==> src/rtl/uart_wr_pkg.sv <==
package uart_wr_pkg;
   typedef enum logic [1:0] {
      RX_IDLE  = 2'd0,
      RX_START = 2'd1,
      RX_DATA  = 2'd2,
      RX_STOP  = 2'd3
   } rx_state_t;
endpackage

==> src/rtl/uart_wr_vote.sv <==
module uart_wr_vote #(
   parameter int OVS = 16
) (
   input  logic                    clk,
   input  logic                    rst_n,
   input  logic                    tick,
   input  logic                    rx,
   input  logic [$clog2(OVS)-1:0]  ph,
   output logic                    vote
);
   localparam int PW = $clog2(OVS);
   localparam logic [PW-1:0] PH_A = PW'(OVS / 2 - 2);
   localparam logic [PW-1:0] PH_B = PW'(OVS / 2 - 1);

   logic s_a, s_b;

   always_ff @(posedge clk or negedge rst_n) begin
      if (!rst_n) begin
         s_a <= 1'b1;
         s_b <= 1'b1;
      end else if (tick) begin
         if (ph == PH_A) s_a <= rx;
         if (ph == PH_B) s_b <= rx;
      end
   end

   // third sample is the live line at the middle phase
   assign vote = (s_a & s_b) | (s_a & rx) | (s_b & rx);
endmodule

==> src/rtl/uart_wr_idle.sv <==
module uart_wr_idle #(
   parameter int OVS    = 16,
   parameter int MAXLEN = 11,
   parameter int CW     = $clog2(MAXLEN + 1)
) (
   input  logic          clk,
   input  logic          rst_n,
   input  logic          tick,
   input  logic          in_idle,
   input  logic          rx,
   input  logic          bit_strobe,
   input  logic          bit_val,
   input  logic          count_frame,
   input  logic          restart,
   input  logic [CW-1:0] frame_len,
   output logic          idle_hit
);
   localparam int PW = $clog2(OVS);
   localparam logic [PW-1:0] PH_LAST = PW'(OVS - 1);

   logic [PW-1:0] iph;
   logic [CW-1:0] cnt, cnt_inc;
   logic          armed, bit_tick;

   // bit-time timer while the receiver waits on a high line
   always_ff @(posedge clk or negedge rst_n) begin
      if (!rst_n)        iph <= '0;
      else if (!in_idle) iph <= '0;
      else if (tick)     iph <= rx ? iph + 1'b1 : '0;
   end

   assign bit_tick = in_idle && tick && rx && (iph == PH_LAST);
   assign cnt_inc  = (cnt >= frame_len) ? cnt : cnt + 1'b1;

   always_ff @(posedge clk or negedge rst_n) begin
      if (!rst_n) begin
         cnt   <= '0;
         armed <= 1'b0;
      end else begin
         if (restart)         cnt <= '0;
         else if (bit_strobe) cnt <= (count_frame && bit_val) ? cnt_inc : '0;
         else if (bit_tick)   cnt <= cnt_inc;

         if (restart)       armed <= 1'b1;
         else if (idle_hit) armed <= 1'b0;
      end
   end

   assign idle_hit = armed && (cnt >= frame_len);


   idle_single_chk: assert property (@(posedge clk) disable iff (!rst_n)
      idle_hit |=> !idle_hit);

   idle_bound_chk: assert property (@(posedge clk) disable iff (!rst_n)
      cnt <= CW'(MAXLEN));
endmodule

==> src/rtl/uart_wake_rx.sv <==
module uart_wake_rx #(
   parameter int OVS          = 16,
   parameter int CHAR_W       = 9,
   parameter bit USE_MAJORITY = 1'b1
) (
   input  logic              clk,
   input  logic              rst_n,
   input  logic              sample_tick,
   input  logic              rx_line,
   input  logic              nine_bit_mode,
   input  logic              parity_en,
   input  logic              parity_odd,
   input  logic              wake_on_mark,
   input  logic              idle_after_stop,
   input  logic              sleep_req,
   output logic [CHAR_W-1:0] rx_data,
   output logic              rx_ready,
   output logic              parity_err,
   output logic              idle_flag,
   output logic              asleep
);
   import uart_wr_pkg::*;

   localparam int PW     = $clog2(OVS);
   localparam int BW     = $clog2(CHAR_W + 1);
   localparam int MAXLEN = CHAR_W + 2;
   localparam int CW     = $clog2(MAXLEN + 1);
   localparam logic [PW-1:0] PH_MID  = PW'(OVS / 2);
   localparam logic [PW-1:0] PH_LAST = PW'(OVS - 1);

   if (OVS < 8 || (OVS & (OVS - 1)) != 0) begin : g_bad_ovs
      $error("OVS must be a power of two, 8 or more");
   end
   if (CHAR_W < 2) begin : g_bad_char
      $error("CHAR_W must be at least 2");
   end

   rx_state_t         state;
   logic [PW-1:0]     ph;
   logic [BW-1:0]     bitcnt, nbits;
   logic [CHAR_W-1:0] shreg;
   logic [CW-1:0]     frame_len;
   logic              vote, at_mid, start_ok, bit_strobe, frame_done;
   logic              msb, par_bad, wake_mark, deliver, idle_hit;

   if (USE_MAJORITY) begin : g_vote
      uart_wr_vote #(.OVS(OVS)) u_vote (
         .clk  (clk),
         .rst_n(rst_n),
         .tick (sample_tick),
         .rx   (rx_line),
         .ph   (ph),
         .vote (vote)
      );
   end else begin : g_single
      assign vote = rx_line;
   end

   assign nbits      = nine_bit_mode ? BW'(CHAR_W) : BW'(CHAR_W - 1);
   assign frame_len  = nine_bit_mode ? CW'(CHAR_W + 2) : CW'(CHAR_W + 1);
   assign at_mid     = sample_tick && (ph == PH_MID);
   assign start_ok   = (state == RX_START) && at_mid && !vote;
   assign bit_strobe = ((state == RX_DATA) || (state == RX_STOP)) && at_mid;
   assign frame_done = (state == RX_STOP) && at_mid;

   always_ff @(posedge clk or negedge rst_n) begin
      if (!rst_n) begin
         state  <= RX_IDLE;
         ph     <= '0;
         bitcnt <= '0;
         shreg  <= '0;
      end else if (sample_tick) begin
         case (state)
            RX_IDLE: begin
               if (!rx_line) begin
                  state <= RX_START;
                  ph    <= PW'(1);
               end
            end
            RX_START: begin
               ph <= ph + 1'b1;
               if (ph == PH_MID) begin
                  if (vote) state <= RX_IDLE;
                  else      shreg <= '0;
               end
               if (ph == PH_LAST) begin
                  state  <= RX_DATA;
                  bitcnt <= '0;
               end
            end
            RX_DATA: begin
               ph <= ph + 1'b1;
               if (ph == PH_MID) shreg[bitcnt] <= vote;
               if (ph == PH_LAST) begin
                  if (bitcnt == nbits - 1'b1) state  <= RX_STOP;
                  else                        bitcnt <= bitcnt + 1'b1;
               end
            end
            RX_STOP: begin
               ph <= ph + 1'b1;
               if (ph == PH_MID) state <= RX_IDLE;
            end
            default: state <= RX_IDLE;
         endcase
      end
   end

   uart_wr_idle #(.OVS(OVS), .MAXLEN(MAXLEN), .CW(CW)) u_idle (
      .clk        (clk),
      .rst_n      (rst_n),
      .tick       (sample_tick),
      .in_idle    (state == RX_IDLE),
      .rx         (rx_line),
      .bit_strobe (bit_strobe),
      .bit_val    (vote),
      .count_frame(!idle_after_stop),
      .restart    (start_ok || sleep_req),
      .frame_len  (frame_len),
      .idle_hit   (idle_hit)
   );
   assign idle_flag = idle_hit;

   assign msb       = nine_bit_mode ? shreg[CHAR_W-1] : shreg[CHAR_W-2];
   assign par_bad   = parity_en && ((^shreg) != parity_odd);
   assign wake_mark = asleep && wake_on_mark && msb;
   assign deliver   = frame_done && (!asleep || wake_mark);

   always_ff @(posedge clk or negedge rst_n) begin
      if (!rst_n) begin
         rx_ready   <= 1'b0;
         rx_data    <= '0;
         parity_err <= 1'b0;
         asleep     <= 1'b0;
      end else begin
         rx_ready <= deliver;
         if (deliver) begin
            rx_data    <= shreg;
            parity_err <= par_bad;
         end
         if (sleep_req)
            asleep <= 1'b1;
         else if ((frame_done && wake_mark) || (!wake_on_mark && idle_hit))
            asleep <= 1'b0;
      end
   end


   ready_pulse_chk: assert property (@(posedge clk) disable iff (!rst_n)
      rx_ready |=> !rx_ready);

   sleep_quiet_chk: assert property (@(posedge clk) disable iff (!rst_n)
      asleep && !wake_on_mark |=> !rx_ready);

   mark_wake_chk: assert property (@(posedge clk) disable iff (!rst_n)
      rx_ready && $past(asleep) && !$past(sleep_req) |-> !asleep);

   perr_gate_chk: assert property (@(posedge clk) disable iff (!rst_n)
      rx_ready && !$past(parity_en) |-> !parity_err);

   noise_drop_chk: assert property (@(posedge clk) disable iff (!rst_n)
      (state == RX_START) && at_mid && vote |=> (state == RX_IDLE));
endmodule

==> config.mk <==
export PLATFORM = sky130hd
export DESIGN_NAME = uart_wake_rx
export DESIGN_NICKNAME = d
export VERILOG_FILES = /design/src/rtl/uart_wr_pkg.sv /design/src/rtl/uart_wr_vote.sv /design/src/rtl/uart_wr_idle.sv /design/src/rtl/uart_wake_rx.sv
export SDC_FILE = /design/constraint.sdc
export NUM_CORES = 1
export LEC_CHECK = 0
export ABC_AREA = 1
export BUFFER_PORTS_ARGS = -buffer_cell sky130_fd_sc_hd__buf_4
export CAP_MARGIN = 20
export CORE_ASPECT_RATIO = 1.75
export CORE_MARGIN = 3
export CORE_UTILIZATION = 60
export CTS_BUF_LIST = sky130_fd_sc_hd__clkbuf_4 sky130_fd_sc_hd__clkbuf_8
export CTS_CLUSTER_SIZE = 40
export DETAILED_ROUTE_END_ITERATION = 10
export PLACE_DENSITY = 0.84
export SETUP_SLACK_MARGIN = 0.5
export SLEW_MARGIN = 5
export SYNTH_ARGS = -nofsm -noshare
export SYNTH_HDL_FRONTEND = slang
export SYNTH_HIERARCHICAL = 1
export SYNTH_SLANG_ARGS = --single-unit
==> constraint.sdc <==
create_clock -name clk -period 2.16 [get_ports clk]
set_input_delay 0.324 -clock clk [delete_from_list [all_inputs] [get_ports clk]]
set_output_delay 0.324 -clock clk [all_outputs]
set_load 0.03 [all_outputs]
# After elaboration in Yosys (flattened, before gate mapping)
# Cells that the tools add are included.
# totals
word_cells,122
regBits,42
in_bits,10
# op_classes
bitwise_logic,5
order_cmp,3
mux,36
n_addsub,5
n_reduce_logical,38
n_eq_ne,22
# op_table
operator,n
two-way mux 4 bit,12
two-way mux 9 bit,3
case mux 9 bit (2 select lines),1
logical AND 1 bit,17
adder 4 x 1 -> 4 bit (second input constant),4
case mux 4 bit (2 select lines),2
two-way mux 2 bit,7
equality test 4 bit (second input constant),3
inequality test 2 x 1 -> 1 bit (second input constant),6
AND reduction 5 bit,2
bitwise mux 9 bit,1
XOR reduction 9 bit,1
equality test 4 x 3 -> 1 bit (second input constant),2
two-way mux 1 bit,8
inequality test 2 bit (second input constant),4
case mux 2 bit (4 select lines),1
AND reduction 7 bit,1
inequality test 3 x 1 -> 1 bit (second input constant),2
AND reduction 2 bit,3
nonzero test 2 bit,3
less-than comparator 4 x 5 -> 1 bit (second input constant),1
demux 1 bit (select 4 bit),1
equality test 2 bit (second input constant),2
equality test 4 bit,1
12 further kinds,21

# Depth between registers and ports, before layout
# Gate-level depths: netlist (run 1).
# logic_depth
word_depth,7
depth_mapped,13
ltp_nobuf,13

# Hierarchy
# Netlist (run 1), hierarchy kept.
# modules_own_cells
mod,area_each_um2,cells_per_inst,instances,seq_area_each_um2
uart_wake_rx,1749.2,229,1,775.7
uart_wr_idle,603.1,79,1,225.2
uart_wr_vote,135.1,20,1,52.6

# Least setup slack after synthesis (run 1)
# OpenSTA, ideal clock, no wires.
# synth_path
path_type,register to register
from,register ph[0]
to,register u_idle.cnt[3]
setup_slack_ns,0.468
path_stages_with_launch,12
required_time_ns,2.043
t_arrival_ns,1.575
path_cell_list,dfrtp_1 > inv_1 > ha_1 > nand4_1 > o21ai_0 > nor2_1 > nand2_4 > nand2_1 > nor2_2 > nand2_1 > nand2_1 > nor2_1
# synth_between
elab_chain_len,6
# synth_lines
item,line,rtl
from (decl),uart_wake_rx.sv:39,logic [PW-1:0] ph;
from (signal assigned),uart_wake_rx.sv:81,ph <= ph + 1'b1;
from (signal assigned),uart_wake_rx.sv:92,ph <= ph + 1'b1;
from (signal assigned),uart_wake_rx.sv:100,ph <= ph + 1'b1;
equality test 4 bit *,uart_wake_rx.sv:61,assign at_mid = sample_tick && (ph == PH_MID);
logical AND 1 bit *,uart_wake_rx.sv:61,
logical AND 1 bit (2 in a row),uart_wake_rx.sv:62,assign start_ok = (state == RX_START) && at_mid && !vote;
logical OR 1 bit,uart_wake_rx.sv:117,".restart (start_ok || sleep_req),"
nonzero test 3 bit (no line) or two-way mux 4 bit (tied branches),n/a,
to (signal assigned),uart_wr_idle.sv:41,else if (bit_strobe) cnt <= (count_frame && bit_val) ? cnt_inc : '0;
to (signal assigned),uart_wr_idle.sv:42,else if (bit_tick) cnt <= cnt_inc;
to (decl),uart_wr_idle.sv:22,"logic [CW-1:0] cnt, cnt_inc;"
# Mark *: on every way between the ends. The rest lies on a longest branch, timed or not.
# A chain may end at the register's enable or synchronous reset.

# Worst setup path in the final report (run 1)
# layout_path
from,register u_idle.cnt[3]
to,output port idle_flag
# layout_between
elab_chain_len,2
# layout_lines
item,line,rtl
>= comparator 4 bit,uart_wr_idle.sv:49,assign idle_hit = armed && (cnt >= frame_len);
logical AND 1 bit,uart_wr_idle.sv:49,
to (decl),uart_wake_rx.sv:19,"output logic idle_flag,"
# No other way between the ends.

==> results.sh, run 1 <==
export IMPL_outcome="finished, violations left"
export IMPL_violations="hold timing"
export IMPL_diodes=0
export IMPL_arrival_ns=1.58
export IMPL_vias_per_cell=5.73
export IMPL_clkPwrFrac_pct=19.4
export IMPL_p_switching_mw=1.41
export IMPL_wirelength_um=6790
export IMPL_hold_viol=5
export IMPL_hold_class="in2async"
export IMPL_rsz0062_at_grt="true"
export IMPL_grt_ovfl_total=0
export IMPL_crit_required_ns=1.84
export IMPL_timing_final_crit_share_pct=88.1
export IMPL_grt_max_degree=43
export IMPL_max_slew_worst_pin_slew_ns=0.543
export IMPL_wire_per_inst_um=15.9
export IMPL_crit_start="u_idle/cnt[3]$_DFFE_PN0P_"
export IMPL_synthTopCellsByArea="dfrtp_1 (40%), nand2_1 (14%), inv_1 (7.5%)"
export IMPL_ys_seq_elements=42
export IMPL_tns_ns=0
export IMPL_cp_start_kind="flip-flop"
export IMPL_portBuffers=22
export IMPL_ant_nets=0
export IMPL_r2r_slack_ns=0.33
export IMPL_layout_commonest_cell="nand2_1"
export IMPL_synthCells=328
export IMPL_h_tree_depth=2
export IMPL_final_cell_mix="nand2_1 (83), inv_1 (44), buf_4 (42)"
export IMPL_final_max_slew_viol_count=0
export IMPL_worstPathMaxFanout=3
export IMPL_drc=0
export IMPL_placementRows=30
export IMPL_combPwrFrac_pct=43.6
export IMPL_clk_latency_ns=0.30
export IMPL_fmax_ghz=0.526
export IMPL_ys_seq_area_share_pct=42.4
export IMPL_dieArea_um2=4980
export IMPL_placed_cell_area_um2=2720
export IMPL_switching_share_pct=42.3
export IMPL_fp_dieH_um=91.2
export IMPL_synth_cell_types=31
export IMPL_areaGrowthSynthToFinish_pct=27.6
export IMPL_core_area_um2=3940
export IMPL_drive_gt1_share_pct=30.0
export IMPL_syn_avg_cell_area_um2=7.58
export IMPL_reg2reg_depth=12
export IMPL_setup_worst_path_class="reg2out"
export IMPL_power_density_nw_per_um2=1050
export IMPL_min_period_ns=1.90
export IMPL_ys_warn_count=6
export IMPL_antenna_found_initial=0
export IMPL_drt_iter0_drc=115
export IMPL_cts_sinks=42
export IMPL_fillers=241
export IMPL_setup_viol=0
export IMPL_hold_ws_ns=-0.00923
export IMPL_p_seq_share_pct=37.0
export IMPL_dieWidth_um=54.7
export IMPL_fin_cells=428
export IMPL_r2r_start="ph[1]$_DFFE_PN0P_"
export IMPL_num_vias=2453
export IMPL_finalNetCount=401
export IMPL_syn_cell_area_um2=2490
export IMPL_ios=23
export IMPL_fin_area_um2=3170
export IMPL_seq_area_um2=1050
export IMPL_gp_congestion=0.921
export IMPL_p_int_mw=1.92
export IMPL_synth_top_area_share_pct=40.2
export IMPL_first_global_vias=2240
export IMPL_root_buffer="clkbuf_8"
export IMPL_cts_tree="yes"
export IMPL_dp_cells=398
export IMPL_reg2reg_to="u_idle/cnt[3]$_DFFE_PN0P_"
export IMPL_drt_first_pass_iters=4
export IMPL_max_vdd_ir_drop_v=0.000676
export IMPL_p_leak_nw=1.62
export IMPL_grt_pass1_wl_um=8930
export IMPL_endpoint_kind="output pin"
export IMPL_cts_buffer_depth=2
export IMPL_yosys_area_top_type="dfrtp_1"
export IMPL_start_util_pct=63.1
export IMPL_cap_violations=0
export IMPL_cts_buffers=5
export IMPL_clk_pin_slew_ns=0.08
export IMPL_dp_hpwl_um=3720
export IMPL_skew_ns=0.0123
export IMPL_multi_input_area_um2=1400
export IMPL_grt_total_usage_pct=23.6
export IMPL_slew_headroom_pct=63.8
## per-layer routing
metal / routed length, um / up-vias / track usage, %
li1: - / 1150 / -
met1: 2430 / 1174 / 23.5
met2: 3680 / 96 / 43.9
met3: 373 / 33 / 3.94
met4: 306 / 0 / 9.56
met5: 0 / - / 0
## synth_stat cells (all sizes together)
library cell and count:
nand2 97, inv 54, dfrtp 40, nor2 26, nand3 23, o21ai 21
a21oi 17, ha 12, o22ai 9, nand4 7, xor2 5, buf 3
conb 2, dfstp 2, xnor2 2, a31o 1, a31oi 1, a32o 1
and3 1, clkinv 1, maj3 1, nor3 1, o211ai 1
## repair_timing
action                     in CTS  in global routing
buffers inserted                7                 13
hold buffers                    0                  0
resized for setup              14                 35
cloned                          0                  2
setup endpoints to repair      16                 24
pin swaps                       6                 12
## through the flow
stage                     power, mW  utilization [%]  worst slack (ns)
after floorplan                2.04                -             0.551
after global placement         2.27             68.9             0.297
after detailed placement       2.32             68.9             0.251
after CTS                      3.03             74.3             0.291
after global routing           3.55             80.5             0.150
final                          3.32             80.5             0.257
## final cells by class
cell class                 count  share of cell area [%]
multi-input combinational    231                    44.2
timing repair buffer          44                    10.6
clock buffer                   7                    2.64
sequential                    42                    33.2
inverter                      55                    6.51
tap                           48                    1.89
clock inverter                 1                   0.946
## power by group through the flow
stage	logic (mW)	clock network [mW]	registers [mW]
after floorplan	0.846	0	1.20
after global placement	1.05	0	1.22
after detailed placement	1.09	0	1.23
after CTS	1.17	0.649	1.21
after global routing	1.61	0.684	1.26
final	1.45	0.646	1.23
## how the worst max path moves through the flow
stage          depth (start not counted)                        end  slack (ns)
6_report                               6                  idle_flag        0.26
5_1_grt                               11                  idle_flag        0.15
4_1_cts                               11                  idle_flag        0.29
3_5_place_dp                           8     parity_err$_DFFE_PN0P_        0.25
3_3_place_gp                          10  u_idle/cnt[0]$_DFFE_PN0P_        0.30
2_1_floorplan                         11  u_idle/cnt[3]$_DFFE_PN0P_        0.55
## sequential cells by signal, summed over array words and instances, names as in the netlist, named ones only
| signal | flops |
|---|---|
| rx_data | 9 |
| shreg | 9 |
| bitcnt | 4 |
| ph | 4 |
| u_idle/cnt | 4 |
| u_idle/iph | 4 |
| asleep | 1 |
| g_vote.u_vote/s_a | 1 |
| g_vote.u_vote/s_b | 1 |
| parity_err | 1 |
| rx_ready | 1 |
| state | 1 |
| u_idle/armed | 1 |
## critical path, cell delays in order (launching register included)
cell and delay (ns):
dfrtp_1 0.42, ha_1 0.32, a21oi_2 0.21, nand2_2 0.09, nand2_2 0.08, inv_2 0.04, buf_6 0.13
## cells by family (layout without fill, tap and decap cells)
| logic type | Yosys count | count (layout) | synth area share [%] |
|---|---|---|---|
| buf+inv | 58 | 107 | 8.90 |
| flops | 42 | 42 | 42.4 |
| simple gates | 155 | 157 | 28.1 |
| xor+xnor | 7 | 7 | 2.46 |
| compound gates | 51 | 51 | 11.4 |
| fa+ha+maj | 13 | 13 | 6.49 |
| other cells | 2 | 3 | 0.302 |
(Power assumes the default switching activity.)
==> run 2: changes to the inputs <==
- PLACE_DENSITY: 0.84 -> 0.88
==> results.sh, run 2 (synthesis gave the netlist of run 1 again) <==
export IMPL_areaGrowthSynthToFinish_pct=30.9
export IMPL_drive_gt1_share_pct=30.0
export IMPL_skew_ns=0.0156
export IMPL_crit_required_ns=2.35
export IMPL_max_stage_delay_ns=0.41
export IMPL_max_slew_worst_pin_slew_ns=0.539
export IMPL_placementRows=30
export IMPL_grt_max_degree=43
export IMPL_cp_start_kind="flip-flop"
export IMPL_power_density_nw_per_um2=1120
export IMPL_arrival_ns=2.21
export IMPL_placed_cell_area_um2=2720
export IMPL_total_power_mw=3.63
export IMPL_diodes=0
export IMPL_fin_area_um2=3260
export IMPL_p_leak_nw=1.65
export IMPL_dieWidth_um=54.7
export IMPL_r2r_start="u_idle/cnt[0]$_DFFE_PN0P_"
export IMPL_reg_largest_list="rx_data x9, shreg x9"
export IMPL_tns_ns=0
export IMPL_violations="hold timing"
export IMPL_num_vias=2623
export IMPL_ant_nets=0
export IMPL_max_vdd_ir_drop_v=0.000872
export IMPL_outcome="finished, violations left"
export IMPL_reg2reg_depth=16
export IMPL_first_global_vias=2221
export IMPL_grt_total_usage_pct=25.7
export IMPL_min_period_ns=2.02
export IMPL_setup_worst_path_class="reg2reg"
export IMPL_layout_commonest_cell="nand2_1"
export IMPL_grt_ovfl_total=0
export IMPL_hold_ws_ns=-0.00803
export IMPL_root_buffer="clkbuf_8"
export IMPL_wire_per_inst_um=19.2
export IMPL_hold_class="in2async"
export IMPL_critPathBufInv=6
export IMPL_h_tree_depth=2
export IMPL_cp_depth=16
export IMPL_path_common_cell="nand2_1"
export IMPL_critPathSlowestCell="dfrtp_1"
export IMPL_clk_latency_ns=0.31
export IMPL_fin_cells=431
export IMPL_wirelength_um=8290
export IMPL_cap_violations=0
export IMPL_crit_family="buffers and inverters"
export IMPL_path_cells="inv_2 > ha_4 > inv_2 > nand2_1 > nand2_1 > nand2_1 > nand2_2 > nand2_2 > buf_4 > buf_4 > buf_4 > buf_4 > nor2_4 > nand2_1 > nand2_1 > nor2_1"
export IMPL_portBuffers=22
export IMPL_dp_cells=398
export IMPL_finalNetCount=404
export IMPL_hold_viol=10
export IMPL_core_area_um2=3940
export IMPL_cts_buffers=5
export IMPL_vias_per_cell=6.09
export IMPL_final_cell_mix="nand2_1 (87), inv_1 (44), buf_4 (43)"
export IMPL_r2r_slack_ns=0.14
export IMPL_final_max_slew_viol_count=0
export IMPL_cts_sinks=42
export IMPL_gp_congestion=0.927
export IMPL_drt_iter0_drc=198
export IMPL_setup_viol=0
export IMPL_drt_first_pass_iters=5
export IMPL_grt_pass1_wl_um=9630
export IMPL_clk_pin_slew_ns=0.09
export IMPL_cts_tree="yes"
export IMPL_timing_final_crit_share_pct=93.7
export IMPL_start_util_pct=63.1
export IMPL_fp_dieH_um=91.2
export IMPL_ios=23
export IMPL_dieArea_um2=4980
export IMPL_drc=0
export IMPL_endpoint_kind="flip-flop"
export IMPL_antenna_found_initial=0
export IMPL_cts_buffer_depth=2
export IMPL_fmax_ghz=0.494
export IMPL_worstPathMaxFanout=2
export IMPL_rsz0062_at_grt="true"
export IMPL_dp_hpwl_um=3760
export IMPL_reg2reg_to="u_idle/cnt[3]$_DFFE_PN0P_"
export IMPL_slew_headroom_pct=64.1
==> run 2: cell count changes in the layout (fill, tap and decap cells not counted), sizes merged <==
cell and change:
buf +3, bufinv +1, clkbuf -1, clkinv -1, clkinvlp +1
==> run 2: worst max-delay path by stage <==
stage,startpoint,to,slack [ns]
floorplan,ph[0]$_DFFE_PN0P_,u_idle/cnt[3]$_DFFE_PN0P_,0.55
global route,u_idle/cnt[0]$_DFFE_PN0P_,u_idle/cnt[3]$_DFFE_PN0P_,0.05
finish,u_idle/cnt[0]$_DFFE_PN0P_,u_idle/cnt[3]$_DFFE_PN0P_,0.14
CTS,u_idle/cnt[0]$_DFFE_PN0P_,idle_flag,0.31
detailed placement,rx_line,u_idle/cnt[0]$_DFFE_PN0P_,0.30
global placement,rx_line,u_idle/cnt[3]$_DFFE_PN0P_,0.34
==> run 2: what timing repair did <==
item,4_1_cts,5_1_grt
setup endpoints to repair,17,25
hold buffers,0,0
setup buffers,10,13
endpoints found under the hold margin,0,0
gates resized for setup,15,34
gates cloned,0,2
pin swaps,4,14
==> run 2: final cells by class <==
type                            count  area (um^2)
Sequential cell                    42         1050
Clock inverter                      2         60.1
Timing Repair Buffer               47          377
Fill cell                         219          684
Clock buffer                        6         82.6
Multi-Input combinational cell    231         1410
Inverter                           55          210
Tap cell                           48         60.1
==> run 2: power by group <==
group	switching [mW]	leakage, nW	internal (mW)	total (mW)
combinational	1.03	1.04	0.565	1.60
sequential	0.261	0.536	0.989	1.25
clock	0.292	0.0714	0.493	0.786
==> run 2: metrics by stage <==
stage	worst slack, ns	hold WS, ns	util [%]
final	0.137	-0.00803	82.6
after global routing	0.0522	0.0275	82.6
after CTS	0.312	0.0179	75.7
after detailed placement	0.303	0.337	68.9
after global placement	0.344	0.337	68.9
after floorplan	0.551	0.0284	-
==> run 2: layer usage <==
metal  up-vias  GRT usage [%]  routed length (um)
met5         -              0                   0
li1       1158              -                   -
met1      1233           26.8                2730
met2       173           42.5                4250
met4         0           16.8                 651
met3        59           6.57                 654
